**config.mk**
```make
export PLATFORM = sky130hd
export DESIGN_NAME = irq_flag_reg
export DESIGN_NICKNAME = d
export VERILOG_FILES = /design/src/rtl/irqf_pkg.sv /design/src/rtl/irqf_sync.sv /design/src/rtl/irqf_sense.sv /design/src/rtl/irqf_cell.sv /design/src/rtl/irq_flag_reg.sv
export SDC_FILE = /design/constraint.sdc
export NUM_CORES = 1
export LEC_CHECK = 0
export BUFFER_PORTS_ARGS = -buffer_cell sky130_fd_sc_hd__buf_4
export CAP_MARGIN = 40
export CORE_MARGIN = 8
export CORE_UTILIZATION = 40
export CTS_CLUSTER_SIZE = 25
export DETAILED_ROUTE_END_ITERATION = 16
export PLACE_DENSITY = 0.67
export REMOVE_ABC_BUFFERS = 1
export SLEW_MARGIN = 10
export SYNTH_ARGS = -nofsm -noshare
export SYNTH_HDL_FRONTEND = slang
export SYNTH_HIERARCHICAL = 1
export SYNTH_SLANG_ARGS = --single-unit
```
**constraint.sdc**
```tcl
create_clock -name clk -period 2.15 [get_ports clk]
set_input_delay 0.215 -clock clk [delete_from_list [all_inputs] [get_ports clk]]
set_output_delay 0.215 -clock clk [all_outputs]
set_load 0.05 [all_outputs]
```
**src/rtl/irqf_pkg.sv**
```systemverilog
package irqf_pkg;

   localparam int IRQF_LINES_DEF  = 6;
   localparam int IRQF_REG_W_DEF  = 8;
   localparam int IRQF_SYNC_DEF   = 2;

   typedef enum logic {
      SENSE_LOW_LEVEL = 1'b0,
      SENSE_FALL_EDGE = 1'b1
   } sense_mode_e;

endpackage

```
**src/rtl/irqf_sync.sv**
```systemverilog
module irqf_sync #(
   parameter int  WIDTH    = irqf_pkg::IRQF_LINES_DEF,
   parameter int  STAGES   = irqf_pkg::IRQF_SYNC_DEF,
   parameter bit  IDLE_VAL = 1'b1
) (
   input  logic             clk,
   input  logic             rst_n,
   input  logic [WIDTH-1:0] async_i,
   output logic [WIDTH-1:0] sync_o
);

   localparam int CHAIN_W = WIDTH * STAGES;

   if (STAGES < 2) begin : g_bad_stages
      $error("irqf_sync: STAGES must be at least 2");
   end
   if (WIDTH < 1) begin : g_bad_width
      $error("irqf_sync: WIDTH must be at least 1");
   end

   logic [CHAIN_W-1:0] chain_q;

   always_ff @(posedge clk or negedge rst_n) begin
      if (!rst_n) begin
         chain_q <= {CHAIN_W{IDLE_VAL}};
      end else begin
         chain_q <= {chain_q[CHAIN_W-WIDTH-1:0], async_i};
      end
   end

   assign sync_o = chain_q[CHAIN_W-1 -: WIDTH];

endmodule

```
**src/rtl/irqf_sense.sv**
```systemverilog
module irqf_sense
   import irqf_pkg::*;
#(
   parameter int NUM_LINES = IRQF_LINES_DEF
) (
   input  logic                 clk,
   input  logic                 rst_n,
   input  logic [NUM_LINES-1:0] sync_i,
   input  logic [NUM_LINES-1:0] sense_edge_i,
   input  logic [NUM_LINES-1:0] ack_i,
   output logic [NUM_LINES-1:0] set_req_o,
   output logic [NUM_LINES-1:0] ack_clr_o
);

   logic [NUM_LINES-1:0] prev_q;

   always_ff @(posedge clk or negedge rst_n) begin
      if (!rst_n) begin
         prev_q <= '1;
      end else begin
         prev_q <= sync_i;
      end
   end

   for (genvar n = 0; n < NUM_LINES; n++) begin : g_line
      sense_mode_e mode;
      logic        fall_seen;
      logic        low_seen;

      assign mode      = sense_mode_e'(sense_edge_i[n]);
      assign fall_seen = prev_q[n] & ~sync_i[n];
      assign low_seen  = ~sync_i[n];

      always_comb begin
         unique case (mode)
            SENSE_FALL_EDGE: begin
               set_req_o[n] = fall_seen;
               ack_clr_o[n] = ack_i[n];
            end
            default: begin
               set_req_o[n] = low_seen;
               ack_clr_o[n] = ack_i[n] & sync_i[n];
            end
         endcase
      end
   end

endmodule

```
**src/rtl/irqf_cell.sv**
```systemverilog
module irqf_cell (
   input  logic clk,
   input  logic rst_n,
   input  logic standby_i,
   input  logic set_req_i,
   input  logic ack_clr_i,
   input  logic rd_en_i,
   input  logic wr_en_i,
   input  logic wr_bit_i,
   output logic flag_o
);

   logic flag_q;
   logic flag_d;
   logic armed_q;
   logic armed_d;
   logic sw_clr;

   always_comb begin
      sw_clr = wr_en_i & ~wr_bit_i & armed_q;

      if (standby_i) begin
         flag_d = 1'b0;
      end else if (set_req_i) begin
         flag_d = 1'b1;
      end else if (ack_clr_i | sw_clr) begin
         flag_d = 1'b0;
      end else begin
         flag_d = flag_q;
      end

      if (standby_i | wr_en_i | ~flag_d) begin
         armed_d = 1'b0;
      end else if (rd_en_i) begin
         armed_d = flag_q;
      end else begin
         armed_d = armed_q;
      end
   end

   always_ff @(posedge clk or negedge rst_n) begin
      if (!rst_n) begin
         flag_q  <= 1'b0;
         armed_q <= 1'b0;
      end else begin
         flag_q  <= flag_d;
         armed_q <= armed_d;
      end
   end

   assign flag_o = flag_q;


   set_wins_chk: assert property (@(posedge clk) disable iff (!rst_n)
      (set_req_i && !standby_i) |=> flag_q);


   standby_clear_chk: assert property (@(posedge clk) disable iff (!rst_n)
      standby_i |=> (!flag_q && !armed_q));


   write_one_keep_chk: assert property (@(posedge clk) disable iff (!rst_n)
      (flag_q && wr_en_i && wr_bit_i && !ack_clr_i && !standby_i) |=> flag_q);


   unarmed_write_chk: assert property (@(posedge clk) disable iff (!rst_n)
      (flag_q && wr_en_i && !wr_bit_i && !armed_q && !ack_clr_i && !standby_i) |=> flag_q);

endmodule

```
**src/rtl/irq_flag_reg.sv**
```systemverilog
module irq_flag_reg
   import irqf_pkg::*;
#(
   parameter int NUM_LINES   = IRQF_LINES_DEF,
   parameter int REG_W       = IRQF_REG_W_DEF,
   parameter int SYNC_STAGES = IRQF_SYNC_DEF
) (
   input  logic                 clk,
   input  logic                 rst_n,
   input  logic                 standby_i,
   input  logic [NUM_LINES-1:0] irq_n_i,
   input  logic [NUM_LINES-1:0] sense_edge_i,
   input  logic [NUM_LINES-1:0] ack_i,
   input  logic                 rd_en_i,
   input  logic                 wr_en_i,
   input  logic [REG_W-1:0]     wr_data_i,
   output logic [REG_W-1:0]     rd_data_o,
   output logic [REG_W-1:0]     flags_o,
   output logic [NUM_LINES-1:0] req_o
);

   localparam int RSV_W = REG_W - NUM_LINES;

   if (NUM_LINES < 1 || NUM_LINES > REG_W) begin : g_bad_lines
      $error("irq_flag_reg: NUM_LINES must be 1..REG_W");
   end

   logic [NUM_LINES-1:0] sync_q;
   logic [NUM_LINES-1:0] set_req;
   logic [NUM_LINES-1:0] ack_clr;
   logic [NUM_LINES-1:0] flag_vec;

   irqf_sync #(
      .WIDTH    (NUM_LINES),
      .STAGES   (SYNC_STAGES),
      .IDLE_VAL (1'b1)
   ) u_sync (
      .clk     (clk),
      .rst_n   (rst_n),
      .async_i (irq_n_i),
      .sync_o  (sync_q)
   );

   irqf_sense #(
      .NUM_LINES (NUM_LINES)
   ) u_sense (
      .clk          (clk),
      .rst_n        (rst_n),
      .sync_i       (sync_q),
      .sense_edge_i (sense_edge_i),
      .ack_i        (ack_i),
      .set_req_o    (set_req),
      .ack_clr_o    (ack_clr)
   );

   for (genvar n = 0; n < NUM_LINES; n++) begin : g_cell
      irqf_cell u_cell (
         .clk       (clk),
         .rst_n     (rst_n),
         .standby_i (standby_i),
         .set_req_i (set_req[n]),
         .ack_clr_i (ack_clr[n]),
         .rd_en_i   (rd_en_i),
         .wr_en_i   (wr_en_i),
         .wr_bit_i  (wr_data_i[n]),
         .flag_o    (flag_vec[n])
      );


      level_ack_low_chk: assert property (@(posedge clk) disable iff (!rst_n)
         (ack_i[n] && !sense_edge_i[n] && !sync_q[n] && !standby_i) |=> flags_o[n]);


      edge_fall_set_chk: assert property (@(posedge clk) disable iff (!rst_n)
         ($fell(sync_q[n]) && sense_edge_i[n] && !standby_i) |=> req_o[n]);
   end

   assign flags_o[NUM_LINES-1:0] = flag_vec;

   if (RSV_W > 0) begin : g_rsv
      logic unused_wr_rsv;
      assign flags_o[REG_W-1:NUM_LINES] = '0;
      assign unused_wr_rsv              = ^wr_data_i[REG_W-1:NUM_LINES];
   end

   assign req_o     = flag_vec;
   assign rd_data_o = rd_en_i ? flags_o : '0;


   read_idle_zero_chk: assert property (@(posedge clk) disable iff (!rst_n)
      !rd_en_i |-> (rd_data_o == '0));

endmodule

```
; ---- Word-level counts from Yosys, hierarchy flattened
; Index checks and enable logic that the tools add are counted.
[word_totals]
regBits = 30
output_inout_bits = 22
wordCells = 118
[op_classes]
muxes = 43
n_bitwise = 55
n_reduce_logical = 6
[ops]
columns = op, count
row1 = 1-bit 2-to-1 mux, 42
row2 = 1-bit AND, 24
row3 = 1-bit NOT, 18
row4 = 1-bit OR, 13
row5 = 2-bit nonzero test, 6
row6 = 6-bit 2-to-1 mux, 1

; ---- Longest topological paths before layout
[logic_depth]
ltp_word = 10
mapped_depth = 4

; ---- Cells and area by module
; Netlist, hierarchy kept.
[by_module_without_submodules]
columns = module, instances, cells_each, area_per_inst_um2
row1 = irqf_cell, 6, 11, 118.9
row2 = irqf_sync, 1, 18, 360.3
row3 = irqf_sense, 1, 24, 255.2
row4 = irq_flag_reg, 1, 17, 116.4

; ---- Worst setup path after synthesis
; Ideal clock, no wire load.
[synth_path]
path_type = register to output
start = register g_cell[0].u_cell.flag_q
end = output port rd_data_o[0]
arrival_time_ps = 1145
required_ps = 1935
slack_ps = 790
stages_incl_launch_ff = 2
cell_sequence = dfrtp_1 -> and2_1
[synth_via]
elab_chain_len = 1
[synth_lines]
columns = element, line_no
row1 = start: declaration, irqf_cell.sv:13  ; logic flag_q;
row2 = start signal: assignment, irqf_cell.sv:46  ; flag_q <= flag_d;
row3 = 6-bit 2-to-1 mux, irq_flag_reg.sv:87  ; assign rd_data_o = rd_en_i ? flags_o : '0;
row4 = end: declaration, irq_flag_reg.sv:17  ; output logic [REG_W-1:0] rd_data_o,
; No other way between the ends.

; ---- Worst setup path after layout
[layout_path]
start = register g_cell[5].u_cell.flag_q
end = output port rd_data_o[5]
[layout_via]
elab_chain_len = 1
[layout_lines]
columns = element, line_no
row1 = start: declaration, irqf_cell.sv:13
row2 = start signal: assignment, irqf_cell.sv:46
row3 = 6-bit 2-to-1 mux, irq_flag_reg.sv:87
; No other way between the ends.

==> metrics.md <==
| Metric | Value |
|---|---|
| Status | `completed` |
| Primary FF master, synth | `sky130_fd_sc_hd__dfstp_2` |
| Count of warnings emitted by yosys | `6` |
| Clk Tree Root Cell | `sky130_fd_sc_hd__clkbuf_4` |
| Final weighted congestion in routability-driven placement | `0.694` |
| Final critical path time including I/O delays and setup | `1.34 ns` |
| Number of enable-type register cells in the synthesized netlist | `0` |
| Number of hold violations in the final report | `0` |
| Footprint of the flip-flops and latches | `about 770 um^2` |
| Buffers added on ports | `46` |
| Share of the synthesized area in the top cell type | `32.7%` |
| Half-perimeter wire length of the detailed placement result | `around 2.2 mm` |
| Post-route DRC | `0` |
| Area growth, synth to finish | `28.7%` |
| Final ANT Viol Nets | `0` |
| Average size of a mapped cell | `between 10 and 15 um^2` |
| Pin count of the biggest net entering global routing | `31` |
| Number of antenna cells inserted | `0` |
| Gr usage total | `11.1%` |
| Final number of max-transition violations | `0` |
| Most frequent standard cell in the layout excluding fill and tap cells | `sky130_fd_sc_hd__buf_4` |
| Setup crit start kind | `flip-flop` |
| Clock latency on the worst-skew pair | `approximately 0.33 ns` |
| Cell area after synthesis | `approximately 0.0014 mm^2` |
| Highest-delay cell along the critical path | `sky130_fd_sc_hd__dfrtp_1` |
| First-pass DRT Iterations | `3` |
| Chip height | `around 76 um` |
| Instance area at placement | `between 0.0015 and 0.002 mm^2` |
| Cell taking the most area after synthesis | `sky130_fd_sc_hd__dfstp_2` |
| Max Clock Skew | `between 0.009 and 0.01 ns` |
| Final setup violation count | `0` |
| # fillers | `between 300 and 400` |
| Top area cells in the synthesized netlist | `sky130_fd_sc_hd__dfstp_2 33%, sky130_fd_sc_hd__dfrtp_1 21%, sky130_fd_sc_hd__buf_4 8.3%, sky130_fd_sc_hd__o22ai_2 5.2%, sky130_fd_sc_hd__o2111a_1 4.7%` |
| Clock sink count | `30` |
| Delay contributed by the slowest stage of the critical path | `0.44 ns` |
| PwrDens | `around 660 mW/mm^2` |
| Final std cell area, no fill | `between 0.0015 and 0.002 mm^2` |
| Clock buffers created by TritonCTS | `5` |
| Mean routed wirelength per cell | `between 10 and 15 um` |
| Htree depth | `2` |
| Part of the cycle the worst path needs | `62.3%` |
| Total Routed Length | `just under 3 mm` |
| Area enclosed by the die boundary | `0.00579 mm^2` |
| Post-layout nets | `between 200 and 250` |
| Count of vias placed by the detailed router | `between 1,000 and 1,500` |
| Standard-cell row count | `22` |
| Worst min path class | `primary input to flip-flop` |
| Worst Setup Path Type | `flip-flop to primary output` |
| Maximum resistive drop on vdd | `0.000435 V` |
| CTS tree | `built` |
| Sequential share of the synthesized area | `a little over half` |
| Clock-pin slew of the registers on the worst-case setup and hold paths | `~0.090 ns` |
| Fmax | `approximately 750 MHz` |
| Global-route wire length before repair | `between 5 and 6 mm` |
| Synth Instances | `~130` |
| Via density per instance | `~4.7` |
| Vias in the first global route | `between 1,000 and 1,500` |
| Multi-input logic area | `approximately 520 um^2` |
| Overall power consumption | `1.22 mW` |
| Required time of the critical path | `slightly below 2 ns` |
| Area inside the core boundary | `around 0.0036 mm^2` |
| Lkg Pwr | `0.928 nW` |
| Width of the die | `approximately 76 um` |
| Share of the core filled with cells | `about 52%` |
| Crit path capture type | `primary output` |
| Initial cell density of the core | `around two fifths` |
| Max clock buf depth | `2` |
| Global route total overflow | `0` |
| Share of final-layout standard cells stronger than drive strength 1 | `a little under half` |
| Reported max-cap violation count | `0` |
| Antenna violations before repair | `0` |
| #FFs+latches synth | `30` |
| Worst path cell trace | `and2_1, buf_4` |
| RSZ-0062 raised after global routing | `false` |
| Total setup buffers inserted after CTS | `0` |
| Register-to-register setup slack | `slightly below 1 ns` |
| Detailed Route Iter0 Violations | `43` |
| Setup TNS | `0 ns` |
| Worst Path Max Fanout | `5` |
| Share of synthesized flip-flops with an asynchronous set or reset | `100%` |
| Most frequent cells in the layout | `46 x sky130_fd_sc_hd__buf_4, 18 x sky130_fd_sc_hd__dfstp_2, 12 x sky130_fd_sc_hd__inv_1, 12 x sky130_fd_sc_hd__dfrtp_1, 7 x sky130_fd_sc_hd__dlygate4sd3_1` |
| Count of pins on the block boundary | `53` |
| Number of distinct library cells after synthesis | `16` |
| Critical Path AT | `between 1 and 1.5 ns` |
path summary, 6_finish.rpt:
| check | from | end | cells after the start |
|---|---|---|---|
| hold reg to reg | u_sync/chain_q[1] | u_sync/chain_q[7] | 0 |
| min in group asynchronous | rst_n | g_cell[3].u_cell/armed_q | 2 |
| setup / recovery | g_cell[5].u_cell/flag_o | rd_data_o[5] | 2 |
| max in group asynchronous | rst_n | u_sense/prev_q[1] | 2 |
| setup reg to reg | u_sense/prev_q[2] | g_cell[2].u_cell/armed_q | 4 |
| hold / removal | sense_edge_i[5] | g_cell[5].u_cell/flag_o | 4 |
critical path: cells and delay by family, from the launching register on:
family | cells | cell delay (ns)
buffers and inverters | 1 | 0.18
DFF | 1 | 0.44
and+or+nand+nor | 1 | 0.17
routing by layer:
metal  GRT usage, %  wire length, um
met5              0                0
met4           6.92               65
met3           4.48              204
met2           18.8             1530
met1           11.0             1180
sequential cells by signal, summed over array words and instances, names as in the netlist:
name                   flops
u_sync/chain_q            12
g_cell.u_cell/armed_q      6
g_cell.u_cell/flag_o       6
u_sense/prev_q             6
cells in the mapped netlist, types with 12 or more instances:
cell type and n:
sky130_fd_sc_hd__inv_1 12, sky130_fd_sc_hd__buf_4 16, sky130_fd_sc_hd__dfstp_2 18, sky130_fd_sc_hd__dfrtp_1 12
area by class of cell:
cell class	count	area share (%)
Sequential cell	30	41.6
Multi-Input combinational cell	70	27.8
Timing Repair Buffer	53	22.3
Tap cell	48	3.23
Clock buffer	8	2.62
Inverter	12	2.42
kinds of logic after synthesis:
family,Yosys count,synth area share (%)
compound gates,24,15.1
buf+inv,28,11.4
flops,30,53.5
simple gates,42,19.7
other cells,1,0.259
power breakdown:
group	total, mW	internal [mW]	switching, mW
Combinational	0.281	0.110	0.171
Clock	0.313	0.130	0.183
Sequential	0.627	0.607	0.0202
Total	1.22	0.847	0.374
per-stage QoR:
stage / std cells / worst slack (ns) / hold slack, ns
after detailed placement: 206 / 0.985 / 0.167
after global routing: 221 / 0.752 / 0.211
after floorplan: 112 / 0.476 / -0.0806
after global placement: 206 / 1.03 / 0.156
final: 221 / 0.811 / 0.214
after CTS: 221 / 0.793 / 0.203
timing repair:
item | 4_1_cts | 5_1_grt
hold endpoints to repair | 18 | 0
endpoints found under the setup margin | 0 | 0
resized for setup | 0 | 0
hold buffers | 7 | 0
(Power assumes the default switching activity.)
